**src/rtl/hcs_pkg.sv**
```systemverilog
`timescale 1ns/1ps
package hcs_pkg;
  localparam int PIX_W       = 12;
  localparam int LINE_W      = 12;
  localparam int SEQ_N       = 4;
  localparam int SEQ_W       = $clog2(SEQ_N);
  localparam int CLP_REG_N   = 4;
  localparam int HB_REG_N    = 8;
  localparam int CLP_REG_W   = $clog2(CLP_REG_N);
  localparam int HB_REG_W    = $clog2(HB_REG_N);
  localparam int SEQ_BITS    = 2 * PIX_W + 1;
  localparam int HB_SEQ_BITS = 2 * PIX_W;
  localparam int LANES       = 4;

  // strobes handed from control to datapath each cycle
  typedef struct packed {
    logic [PIX_W-1:0]     pixel;
    logic [CLP_REG_W-1:0] clpRegion;
    logic [CLP_REG_W-1:0] pbRegion;
    logic [HB_REG_W-1:0]  hbRegion;
  } hcs_ctrl_t;
endpackage

```
**src/rtl/hcs_region_pick.sv**
```systemverilog
`timescale 1ns/1ps
module hcs_region_pick #(
  parameter int N  = 4,
  parameter int W  = 2,
  parameter int LW = 12
) (
  input  logic [LW-1:0]       line,
  input  logic [(N-1)*LW-1:0] chg,
  output logic [W-1:0]        region
);
  // highest boundary already reached wins; boundaries are ascending
  always_comb begin
    region = '0;
    for (int k = 1; k < N; k++) begin
      if (line >= chg[(k-1)*LW +: LW]) region = W'(k);
    end
  end
endmodule

```
**src/rtl/hcs_pulse_lane.sv**
```systemverilog
`timescale 1ns/1ps
module hcs_pulse_lane #(
  parameter int PW = 12
) (
  input  logic          clk,
  input  logic          rstN,
  input  logic [PW-1:0] pix,
  input  logic          startLvl,
  input  logic [PW-1:0] tog1,
  input  logic [PW-1:0] tog2,
  output logic          levelN
);
  always_ff @(posedge clk or negedge rstN) begin
    if (!rstN) levelN <= 1'b1;
    else       levelN <= startLvl ^ (pix >= tog1) ^ (pix >= tog2);
  end
endmodule

```
**src/rtl/hcs_control.sv**
```systemverilog
`timescale 1ns/1ps
module hcs_control
  import hcs_pkg::*;
(
  input  logic                          clk,
  input  logic                          rstN,
  input  logic                          hdPulse,
  input  logic                          vdPulse,
  input  logic [(CLP_REG_N-1)*LINE_W-1:0] clpChg,
  input  logic [(CLP_REG_N-1)*LINE_W-1:0] pbChg,
  input  logic [(HB_REG_N-1)*LINE_W-1:0]  hbChg,
  output hcs_ctrl_t                     ctrl,
  output logic [PIX_W-1:0]              pixCnt,
  output logic [LINE_W-1:0]             lineCnt
);
  logic [CLP_REG_W-1:0] clpReg, pbReg;
  logic [HB_REG_W-1:0]  hbReg;

  always_ff @(posedge clk or negedge rstN) begin
    if (!rstN) begin
      pixCnt  <= '0;
      lineCnt <= '0;
    end else begin
      if (hdPulse)            pixCnt <= '0;
      else if (pixCnt != '1)  pixCnt <= pixCnt + 1'b1;
      if (vdPulse)                        lineCnt <= '0;
      else if (hdPulse && lineCnt != '1)  lineCnt <= lineCnt + 1'b1;
    end
  end

  hcs_region_pick #(.N(CLP_REG_N), .W(CLP_REG_W), .LW(LINE_W)) u_clpPick (
    .line(lineCnt), .chg(clpChg), .region(clpReg));
  hcs_region_pick #(.N(CLP_REG_N), .W(CLP_REG_W), .LW(LINE_W)) u_pbPick (
    .line(lineCnt), .chg(pbChg), .region(pbReg));
  hcs_region_pick #(.N(HB_REG_N), .W(HB_REG_W), .LW(LINE_W)) u_hbPick (
    .line(lineCnt), .chg(hbChg), .region(hbReg));

  always_comb begin
    ctrl.pixel     = pixCnt;
    ctrl.clpRegion = clpReg;
    ctrl.pbRegion  = pbReg;
    ctrl.hbRegion  = hbReg;
  end
endmodule

```
**src/rtl/hcs_datapath.sv**
```systemverilog
`timescale 1ns/1ps
module hcs_datapath
  import hcs_pkg::*;
(
  input  logic                         clk,
  input  logic                         rstN,
  input  hcs_ctrl_t                    ctrl,
  input  logic                         singleClamp,
  input  logic [SEQ_N*SEQ_BITS-1:0]    obSeq,
  input  logic [SEQ_N*SEQ_BITS-1:0]    dmSeq,
  input  logic [SEQ_N*SEQ_BITS-1:0]    pbSeq,
  input  logic [SEQ_N*HB_SEQ_BITS-1:0] hbSeq,
  input  logic [CLP_REG_N*SEQ_W-1:0]   obPtr,
  input  logic [CLP_REG_N*SEQ_W-1:0]   dmPtr,
  input  logic [CLP_REG_N*SEQ_W-1:0]   pbPtr,
  input  logic [HB_REG_N*SEQ_W-1:0]    hbPtr,
  output logic [LANES-1:0]             laneOut
);
  logic [SEQ_W-1:0]    obIdx, dmIdx, pbIdx, hbIdx;
  logic [SEQ_BITS-1:0] obCfg;
  logic [SEQ_BITS-1:0] laneCfg [LANES];

  always_comb begin
    obIdx = obPtr[ctrl.clpRegion*SEQ_W +: SEQ_W];
    dmIdx = dmPtr[ctrl.clpRegion*SEQ_W +: SEQ_W];
    pbIdx = pbPtr[ctrl.pbRegion*SEQ_W +: SEQ_W];
    hbIdx = hbPtr[ctrl.hbRegion*SEQ_W +: SEQ_W];
    obCfg = obSeq[obIdx*SEQ_BITS +: SEQ_BITS];
    laneCfg[0] = obCfg;
    laneCfg[1] = singleClamp ? obCfg : dmSeq[dmIdx*SEQ_BITS +: SEQ_BITS];
    laneCfg[2] = pbSeq[pbIdx*SEQ_BITS +: SEQ_BITS];
    // blank is idle-high: begin toggles low, end toggles back high
    laneCfg[3] = {1'b1, hbSeq[hbIdx*HB_SEQ_BITS +: HB_SEQ_BITS]};
  end

  for (genvar i = 0; i < LANES; i++) begin : g_lane
    hcs_pulse_lane #(.PW(PIX_W)) u_lane (
      .clk      (clk),
      .rstN     (rstN),
      .pix      (ctrl.pixel),
      .startLvl (laneCfg[i][SEQ_BITS-1]),
      .tog1     (laneCfg[i][PIX_W-1:0]),
      .tog2     (laneCfg[i][2*PIX_W-1:PIX_W]),
      .levelN   (laneOut[i])
    );
  end
endmodule

```
**src/rtl/hline_clamp_seq.sv**
```systemverilog
`timescale 1ns/1ps
module hline_clamp_seq
  import hcs_pkg::*;
(
  input  logic          clk,
  input  logic          rstN,
  input  logic          hdPulse,
  input  logic          vdPulse,
  input  logic          singleClamp,
  input  logic [99:0]   obSeq,
  input  logic [99:0]   dmSeq,
  input  logic [99:0]   pbSeq,
  input  logic [95:0]   hbSeq,
  input  logic [35:0]   clpChg,
  input  logic [35:0]   pbChg,
  input  logic [83:0]   hbChg,
  input  logic [7:0]    obPtr,
  input  logic [7:0]    dmPtr,
  input  logic [7:0]    pbPtr,
  input  logic [15:0]   hbPtr,
  output logic          clpObN,
  output logic          clpDmN,
  output logic          pBlkN,
  output logic          hBlkN
);
  hcs_ctrl_t         ctrl;
  logic [PIX_W-1:0]  pixCnt;
  logic [LINE_W-1:0] lineCnt;
  logic [LANES-1:0]  laneOut;

  hcs_control u_ctrl (
    .clk(clk), .rstN(rstN), .hdPulse(hdPulse), .vdPulse(vdPulse),
    .clpChg(clpChg), .pbChg(pbChg), .hbChg(hbChg),
    .ctrl(ctrl), .pixCnt(pixCnt), .lineCnt(lineCnt));

  hcs_datapath u_dp (
    .clk(clk), .rstN(rstN), .ctrl(ctrl), .singleClamp(singleClamp),
    .obSeq(obSeq), .dmSeq(dmSeq), .pbSeq(pbSeq), .hbSeq(hbSeq),
    .obPtr(obPtr), .dmPtr(dmPtr), .pbPtr(pbPtr), .hbPtr(hbPtr),
    .laneOut(laneOut));

  assign clpObN = laneOut[0];
  assign clpDmN = laneOut[1];
  assign pBlkN  = laneOut[2];
  assign hBlkN  = laneOut[3];
endmodule

```
**config.mk**
```make
export PLATFORM = sky130hd
export DESIGN_NAME = hline_clamp_seq
export DESIGN_NICKNAME = d
export VERILOG_FILES = /design/src/rtl/hcs_pkg.sv /design/src/rtl/hcs_region_pick.sv /design/src/rtl/hcs_pulse_lane.sv /design/src/rtl/hcs_control.sv /design/src/rtl/hcs_datapath.sv /design/src/rtl/hline_clamp_seq.sv
export SDC_FILE = /design/constraint.sdc
export NUM_CORES = 1
export LEC_CHECK = 0
export BUFFER_PORTS_ARGS = -buffer_cell sky130_fd_sc_hd__buf_2
export CAP_MARGIN = 20
export CORE_AREA = 2 2 234 236
export CTS_BUF_LIST = sky130_fd_sc_hd__clkbuf_4 sky130_fd_sc_hd__clkbuf_8
export CTS_CLUSTER_SIZE = 30
export DETAILED_ROUTE_END_ITERATION = 12
export DIE_AREA = 0 0 236 238
export SKIP_LAST_GASP = 1
export SLEW_MARGIN = 20
export SYNTH_ARGS = -nofsm -noshare
export SYNTH_HDL_FRONTEND = slang
export SYNTH_SLANG_ARGS = --single-unit
```
**constraint.sdc**
```tcl
create_clock -name clk -period 5.18 [get_ports clk]
set_input_delay 0.518 -clock clk [delete_from_list [all_inputs] [get_ports clk]]
set_output_delay 0.518 -clock clk [all_outputs]
set_load 0.02 [all_outputs]
```
==> impl_metrics.env, run 1 <==
export IMPL_critical_path_slowest_cell="dfrtp_2"
export IMPL_synth_top_area_share_pct=28.4
export IMPL_critical_path_max_stage_delay_ns=0.51
export IMPL_drc=0
export IMPL_finalCriticalPeriod_ns=5.06
export IMPL_floorplan_die_width_um=236
export IMPL_buffer_ports_inserted=600
export IMPL_finalNetCount=2920
export IMPL_layout_worst_path_cycle_share_pct=97.6
export IMPL_synth_top_cells_by_area="ha_1 (28%), mux2i_1 (17%), mux2_2 (10%)"
export IMPL_final_core_utilization_pct=31.8
export IMPL_status="finished, final reports clean"
export IMPL_power_per_cell_area_mw_per_mm2=86.8
export IMPL_clock_sinks=28
export IMPL_rsz0062_at_grt="true"
export IMPL_cts_root_buf="clkbuf_8"
export IMPL_cts_buffer_depth=2
export IMPL_dr_pass1_iters=4
export IMPL_ys_seq_area_share_pct=6.30
export IMPL_fp_coreArea_mm2=0.0535
export IMPL_yosys_top_cells_count="ha_1 (254), mux2i_1 (191), inv_1 (153)"
export IMPL_first_global_vias=12300
export IMPL_met1_length_um=21300
export IMPL_global_router_s_overall_resource_usage_pct=16.0
export IMPL_chipHeight_um=238
export IMPL_syn2layout_area_growth_pct=51.8
export IMPL_clock_skew_final_ns=0.0306
export IMPL_insertion_delay_ns=0.33
export IMPL_total_leakage_power_uw=0.00984
export IMPL_slew_limit_headroom_pct=41.4
export IMPL_synth_most_common_cell="ha_1"
export IMPL_worst_endpoint_arrival_ns=5.30
export IMPL_tritoncts="built"
export IMPL_final_layout_size_suffix_gt1_share_pct=47.0
export IMPL_class_of_the_tightest_hold_or_removal_check="in -> async"
export IMPL_std_cell_rows=85
export IMPL_wl_met3_um=2150
export IMPL_highest_signal_layer="met4"
export IMPL_dominantRegCellSynth="dfrtp_1"
export IMPL_worst_setup_hold_path_clk_slew_ns=0.16
export IMPL_worst_setup_path_end_kind="flop"
export IMPL_grt_first_pass_wirelength_um=69200
export IMPL_die_area_mm2=0.0562
export IMPL_grt_overflow=0
export IMPL_syn_num_nets=2195
export IMPL_critical_path_top_cell_by_count="a21o_1"
export IMPL_cts_made_buffers=3
export IMPL_initial_utilization_pct=20.9
export IMPL_grt_max_degree=29
export IMPL_max_clock_freq_mhz=198
export IMPL_initial_antenna_violation_count=5
export IMPL_dp_hpwl_um=40200
export IMPL_tightestPinTransition_ns=0.878
export IMPL_worst_path_buf_inv=5
export IMPL_worstReg2RegStart="u_ctrl.lineCnt[10]"
export IMPL_total_via_count_after_detailed_routing=12500
export IMPL_ctsHtreeMaxLevel=1
export IMPL_total_power_uw=1480
export IMPL_yosys_warnings=0
export IMPL_number_of_enable_flip_flop_cells_after_synthesis=0
export IMPL_synth_seq_cells=28
export IMPL_setup_viol=0
export IMPL_floorplan_io_pins=601
export IMPL_timing_final_hold_violations=0
export IMPL_timing_setup_critical_path_class="reg -> reg"
export IMPL_netlist_instances=1344
export IMPL_timing_max_cap_violations=0
export IMPL_critical_path_required_ns=5.43
export IMPL_proportion_of_register_bits_with_asynchronous_set_or_reset_after_synthesis_pct=100
export IMPL_reg2regPathDepth=25
export IMPL_detail_route_antenna_nets=0
export IMPL_worst_ir_drop_vdd_v=0.000101
export IMPL_first_iter_violations=438
export IMPL_worstPathMaxFanout=9
export IMPL_netlist_cell_type_count=62
export IMPL_synth_avg_cell_area_um2=8.34
export IMPL_drv_slew=0
export IMPL_detail_route_vias_per_cell=4.51
export IMPL_wirelength_um=48000
export IMPL_dr_wl_met2_um=23200
export IMPL_netlist_area_before_placement_mm2=0.0112
export IMPL_timing_critical_path_max_delay_family="compound AO/OA/AOI/OAI gates"
export IMPL_synth_top_cell_by_area="ha_1"
export IMPL_avgRoutedWirePerCell_um=17.3
export IMPL_crit_path_start_kind="flop"
export IMPL_register_to_register_setup_slack_ns=0.12
export IMPL_reg2reg_to="u_dp.g_lane[3].u_lane.levelN"
export IMPL_routabilityCongestion=0.865
==> power breakdown <==
part | internal, uW | switching [uW] | leakage [uW]
Sequential | 227 | 13.7 | 0.000362
Clock | 104 | 107 | 0.0000357
Combinational | 563 | 462 | 0.00945
==> layout make-up <==
| type | count | area (um2) |
|---|---|---|
| diodes | 5 | 12.5 |
| clock buffers | 3 | 41.3 |
| clock inverters | 1 | 30.0 |
| fillers | 5761 | 36500 |
| inverters | 153 | 574 |
| multi-input cells | 1125 | 10300 |
| flip-flops and latches | 28 | 714 |
| well taps | 696 | 871 |
| repair buffers | 758 | 4500 |
==> state kept, by name, summed over array words and instances, names as in the netlist <==
signal and flops:
u_ctrl.lineCnt 12, u_ctrl.pixCnt 12, u_dp.g_lane.u_lane.levelN 4
==> placed cells by master, fill, tap and decap left out, drive strengths merged, types with 11 or more instances in the layout <==
master / count
nor3: 12
ha: 254
o21ai: 85
nand3: 16
nand4: 14
mux2: 103
or3: 11
nand2: 81
o21a: 14
nand2b: 20
nor2b: 14
a21oi: 68
a21o: 56
dfrtp: 24
mux2i: 191
buf: 757
nor2: 44
o211ai: 11
a211oi: 27
inv: 153
==> metrics by stage <==
stage	hold WS (ns)	setup WS (ns)	instances	setup TNS [ns]	cell area, um2
floorplan	0.222	0.0188	1344	0	11200
global placement	0.597	-0.276	2713	-0.421	15900
detailed placement	0.597	-0.319	2713	-0.482	15900
CTS	0.279	-0.00423	2739	-0.00423	16300
global route	0.296	-0.156	2768	-0.448	17000
finish	0.254	0.125	2769	0	17000
==> layer usage <==
layer | track usage (%) | vias up
li1 | - | 6404
met1 | 20.9 | 5670
met2 | 28.2 | 359
met3 | 1.46 | 51
met4 | 4.50 | 0
met5 | 0 | -
==> how the worst max path moves through the flow <==
stage | from | to | slack (ns) | cells after the start
global route | u_ctrl.lineCnt[9] | u_dp.g_lane[1].u_lane.levelN | -0.16 | 27
global placement | clpChg[0] | u_dp.g_lane[1].u_lane.levelN | -0.28 | 26
floorplan | u_ctrl.lineCnt[9] | u_dp.g_lane[1].u_lane.levelN | 0.02 | 21
CTS | u_ctrl.lineCnt[1] | u_dp.g_lane[1].u_lane.levelN | -0.004 | 24
finish | u_ctrl.lineCnt[10] | u_dp.g_lane[3].u_lane.levelN | 0.12 | 25
detailed placement | clpChg[0] | u_dp.g_lane[1].u_lane.levelN | -0.32 | 26
==> repair_timing <==
action,4_1_cts,5_1_grt
hold buffers,0,0
endpoints found under the hold margin,0,0
gates cloned,1,1
pin swaps,24,62
resized for setup,42,91
setup buffers,21,25
endpoints found under the setup margin,2,4
==> logic make-up after synthesis <==
| kind of cell | synth area share (%) |
|---|---|
| buf+inv | 7.00 |
| mux | 27.6 |
| fa+ha+maj | 28.4 |
| flops | 6.30 |
| compound gates | 18.4 |
| xor+xnor | 1.41 |
| simple gates | 10.9 |
No activity file was read; power rests on OpenSTA's default activity.
==> run 2: changes to the inputs <==
--- a/config.mk
+++ b/config.mk
@@ -12,6 +12,7 @@
 export CTS_CLUSTER_SIZE = 30
 export DETAILED_ROUTE_END_ITERATION = 12
 export DIE_AREA = 0 0 236 238
+export RECOVER_POWER = 100
 export SKIP_LAST_GASP = 1
 export SLEW_MARGIN = 20
 export SYNTH_ARGS = -nofsm -noshare
==> run 2 against run 1 <==
The run now ends with max-capacitance violations, max-slew violations left. Cell area hardly changed. Clock-buffer cell count stayed put. Register-to-register slack hardly changed. Via count hardly changed. Sequential power hardly changed. Utilization hardly changed.
==> impl_metrics.env, run 2 (synthesis gave the netlist of run 1 again) <==
export IMPL_routabilityCongestion=0.865
export IMPL_crit_path_start_kind="flop"
export IMPL_timing_setup_critical_path_class="reg -> reg"
export IMPL_dr_pass1_iters=4
export IMPL_layout_worst_path_cycle_share_pct=97.5
export IMPL_worst_ir_drop_vdd_v=0.000107
export IMPL_detail_route_vias_per_cell=4.51
export IMPL_total_leakage_power_uw=0.00983
export IMPL_drv_slew=29
export IMPL_largestRegisters="u_ctrl.lineCnt (12), u_ctrl.pixCnt (12), u_dp.g_lane.u_lane.levelN (4)"
export IMPL_setup_viol=0
export IMPL_critical_path_required_ns=5.46
export IMPL_slew_limit_headroom_pct=-25.5
export IMPL_first_iter_violations=410
export IMPL_timing_final_hold_violations=0
export IMPL_initial_antenna_violation_count=5
export IMPL_chipHeight_um=238
export IMPL_clock_skew_final_ns=0.0228
export IMPL_hp_start="vdPulse"
export IMPL_cts_buffer_depth=2
export IMPL_commonest_non_fill_non_tap_cell_in_the_layout="buf_2"
export IMPL_tritoncts="built"
export IMPL_total_power_uw=1480
export IMPL_syn2layout_area_growth_pct=51.8
export IMPL_final_layout_size_suffix_gt1_share_pct=46.7
export IMPL_global_router_s_overall_resource_usage_pct=16.0
export IMPL_grt_first_pass_wirelength_um=69200
export IMPL_worst_endpoint_arrival_ns=5.33
export IMPL_post_route_worst_setup_slack_ns=0.129
export IMPL_setup_tns_ns=0
export IMPL_max_clock_freq_mhz=198
export IMPL_worstReg2RegStart="u_ctrl.lineCnt[1]"
export IMPL_dp_hpwl_um=40200
export IMPL_reg2reg_to="u_dp.g_lane[1].u_lane.levelN"
export IMPL_worst_setup_path_end_kind="flop"
export IMPL_violations="max-capacitance violations, max-slew violations"
export IMPL_finalNetCount=2920
export IMPL_detail_route_antenna_nets=0
export IMPL_worst_hold_path_num_cells=2
export IMPL_final_core_utilization_pct=31.8
export IMPL_reg2regPathDepth=25
export IMPL_wirelength_um=48100
export IMPL_layout_common_cells="buf_2 (596), ha_1 (244), mux2i_1 (189)"
export IMPL_first_global_vias=12300
export IMPL_worstPathMaxFanout=5
export IMPL_sequential_cell_area_um2=714
export IMPL_fp_coreArea_mm2=0.0535
export IMPL_initial_utilization_pct=20.9
export IMPL_total_via_count_after_detailed_routing=12500
export IMPL_power_per_cell_area_mw_per_mm2=87.0
export IMPL_whs_endpoint="u_ctrl.lineCnt[5]"
export IMPL_ctsHtreeMaxLevel=1
export IMPL_std_cell_rows=85
export IMPL_class_of_the_tightest_hold_or_removal_check="in -> reg"
export IMPL_insertion_delay_ns=0.33
export IMPL_avgRoutedWirePerCell_um=17.4
export IMPL_tightestPinTransition_ns=1.88
export IMPL_status="finished, violations left"
export IMPL_floorplan_die_width_um=236
export IMPL_finalCriticalPeriod_ns=5.05
export IMPL_grt_overflow=0
export IMPL_floorplan_io_pins=601
export IMPL_layout_cells_non_filler=2770
export IMPL_cts_root_buf="clkbuf_8"
export IMPL_rsz0062_at_grt="true"
export IMPL_critical_path_slowest_cell="dfrtp_2"
export IMPL_place_detailed_instances=2713
export IMPL_fillCellCount=5763
export IMPL_grt_max_degree=29
export IMPL_drc=0
export IMPL_critical_path_max_stage_delay_ns=0.44
export IMPL_timing_max_cap_violations=1
export IMPL_worst_setup_hold_path_clk_slew_ns=0.16
export IMPL_dp_worst_setup_slack_ns=-0.319
export IMPL_die_area_mm2=0.0562
export IMPL_cts_made_buffers=3
export IMPL_buffer_ports_inserted=600
export IMPL_clock_sinks=28
export IMPL_register_to_register_setup_slack_ns=0.13
export IMPL_multiInputGateArea_mm2=0.0103
[run 2: worst max-delay path: cells and delay by family, from the launching register on]
kind | cells | cell delay, ns
compound gates | 9 | 1.89
xor+xnor | 2 | 0.33
fa+ha+maj | 2 | 0.52
buf+inv | 5 | 0.76
flops | 1 | 0.44
mux | 3 | 0.53
simple gates | 4 | 0.52
[run 2: layout make-up]
cell class / count / share of cell area, %
multi-input combinational: 1125 / 60.4
sequential: 28 / 4.20
timing repair buffer: 758 / 26.4
antenna: 6 / 0.0883
inverter: 153 / 3.38
tap: 696 / 5.12
clock buffer: 3 / 0.243
clock inverter: 1 / 0.177
[run 2: what timing repair did]
item	4_1_cts	5_1_grt
setup endpoints to repair	2	4
hold buffers	0	0
setup buffers	21	25
pin swaps	24	62
cloned	1	1
resized for setup	42	91
endpoints found under the hold margin	0	0
[run 2: metrics by stage]
stage | hold slack [ns] | instance area (um2)
after floorplan | 0.222 | 11200
after global placement | 0.597 | 15900
after detailed placement | 0.597 | 15900
after CTS | 0.279 | 16300
after global routing | 0.499 | 17000
final | 0.499 | 17000
[run 2: layer usage]
layer / vias up / part of all wire [%] / GRT usage, %
met5: - / 0 / 0
met4: 0 / 2.9 / 4.50
met3: 50 / 4.4 / 1.46
met2: 360 / 48 / 28.2
met1: 5669 / 44 / 20.9
li1: 6404 / - / -
[run 2: worst max-delay path by stage]
stage	from	to	slack [ns]	depth (start not counted)
after global placement	clpChg[0]	u_dp.g_lane[1].u_lane.levelN	-0.28	26
after CTS	u_ctrl.lineCnt[1]	u_dp.g_lane[1].u_lane.levelN	-0.004	24
final	u_ctrl.lineCnt[1]	u_dp.g_lane[1].u_lane.levelN	0.13	25
after floorplan	u_ctrl.lineCnt[9]	u_dp.g_lane[1].u_lane.levelN	0.02	21
after global routing	u_ctrl.lineCnt[9]	u_dp.g_lane[1].u_lane.levelN	-0.16	27
after detailed placement	clpChg[0]	u_dp.g_lane[1].u_lane.levelN	-0.32	26
[run 2: report_power, final]
| group | internal (uW) | switching [uW] | total [uW] |
|---|---|---|---|
| clock network | 104 | 111 | 215 |
| registers | 227 | 14.0 | 241 |
| logic | 562 | 461 | 1020 |
| total | 894 | 586 | 1480 |
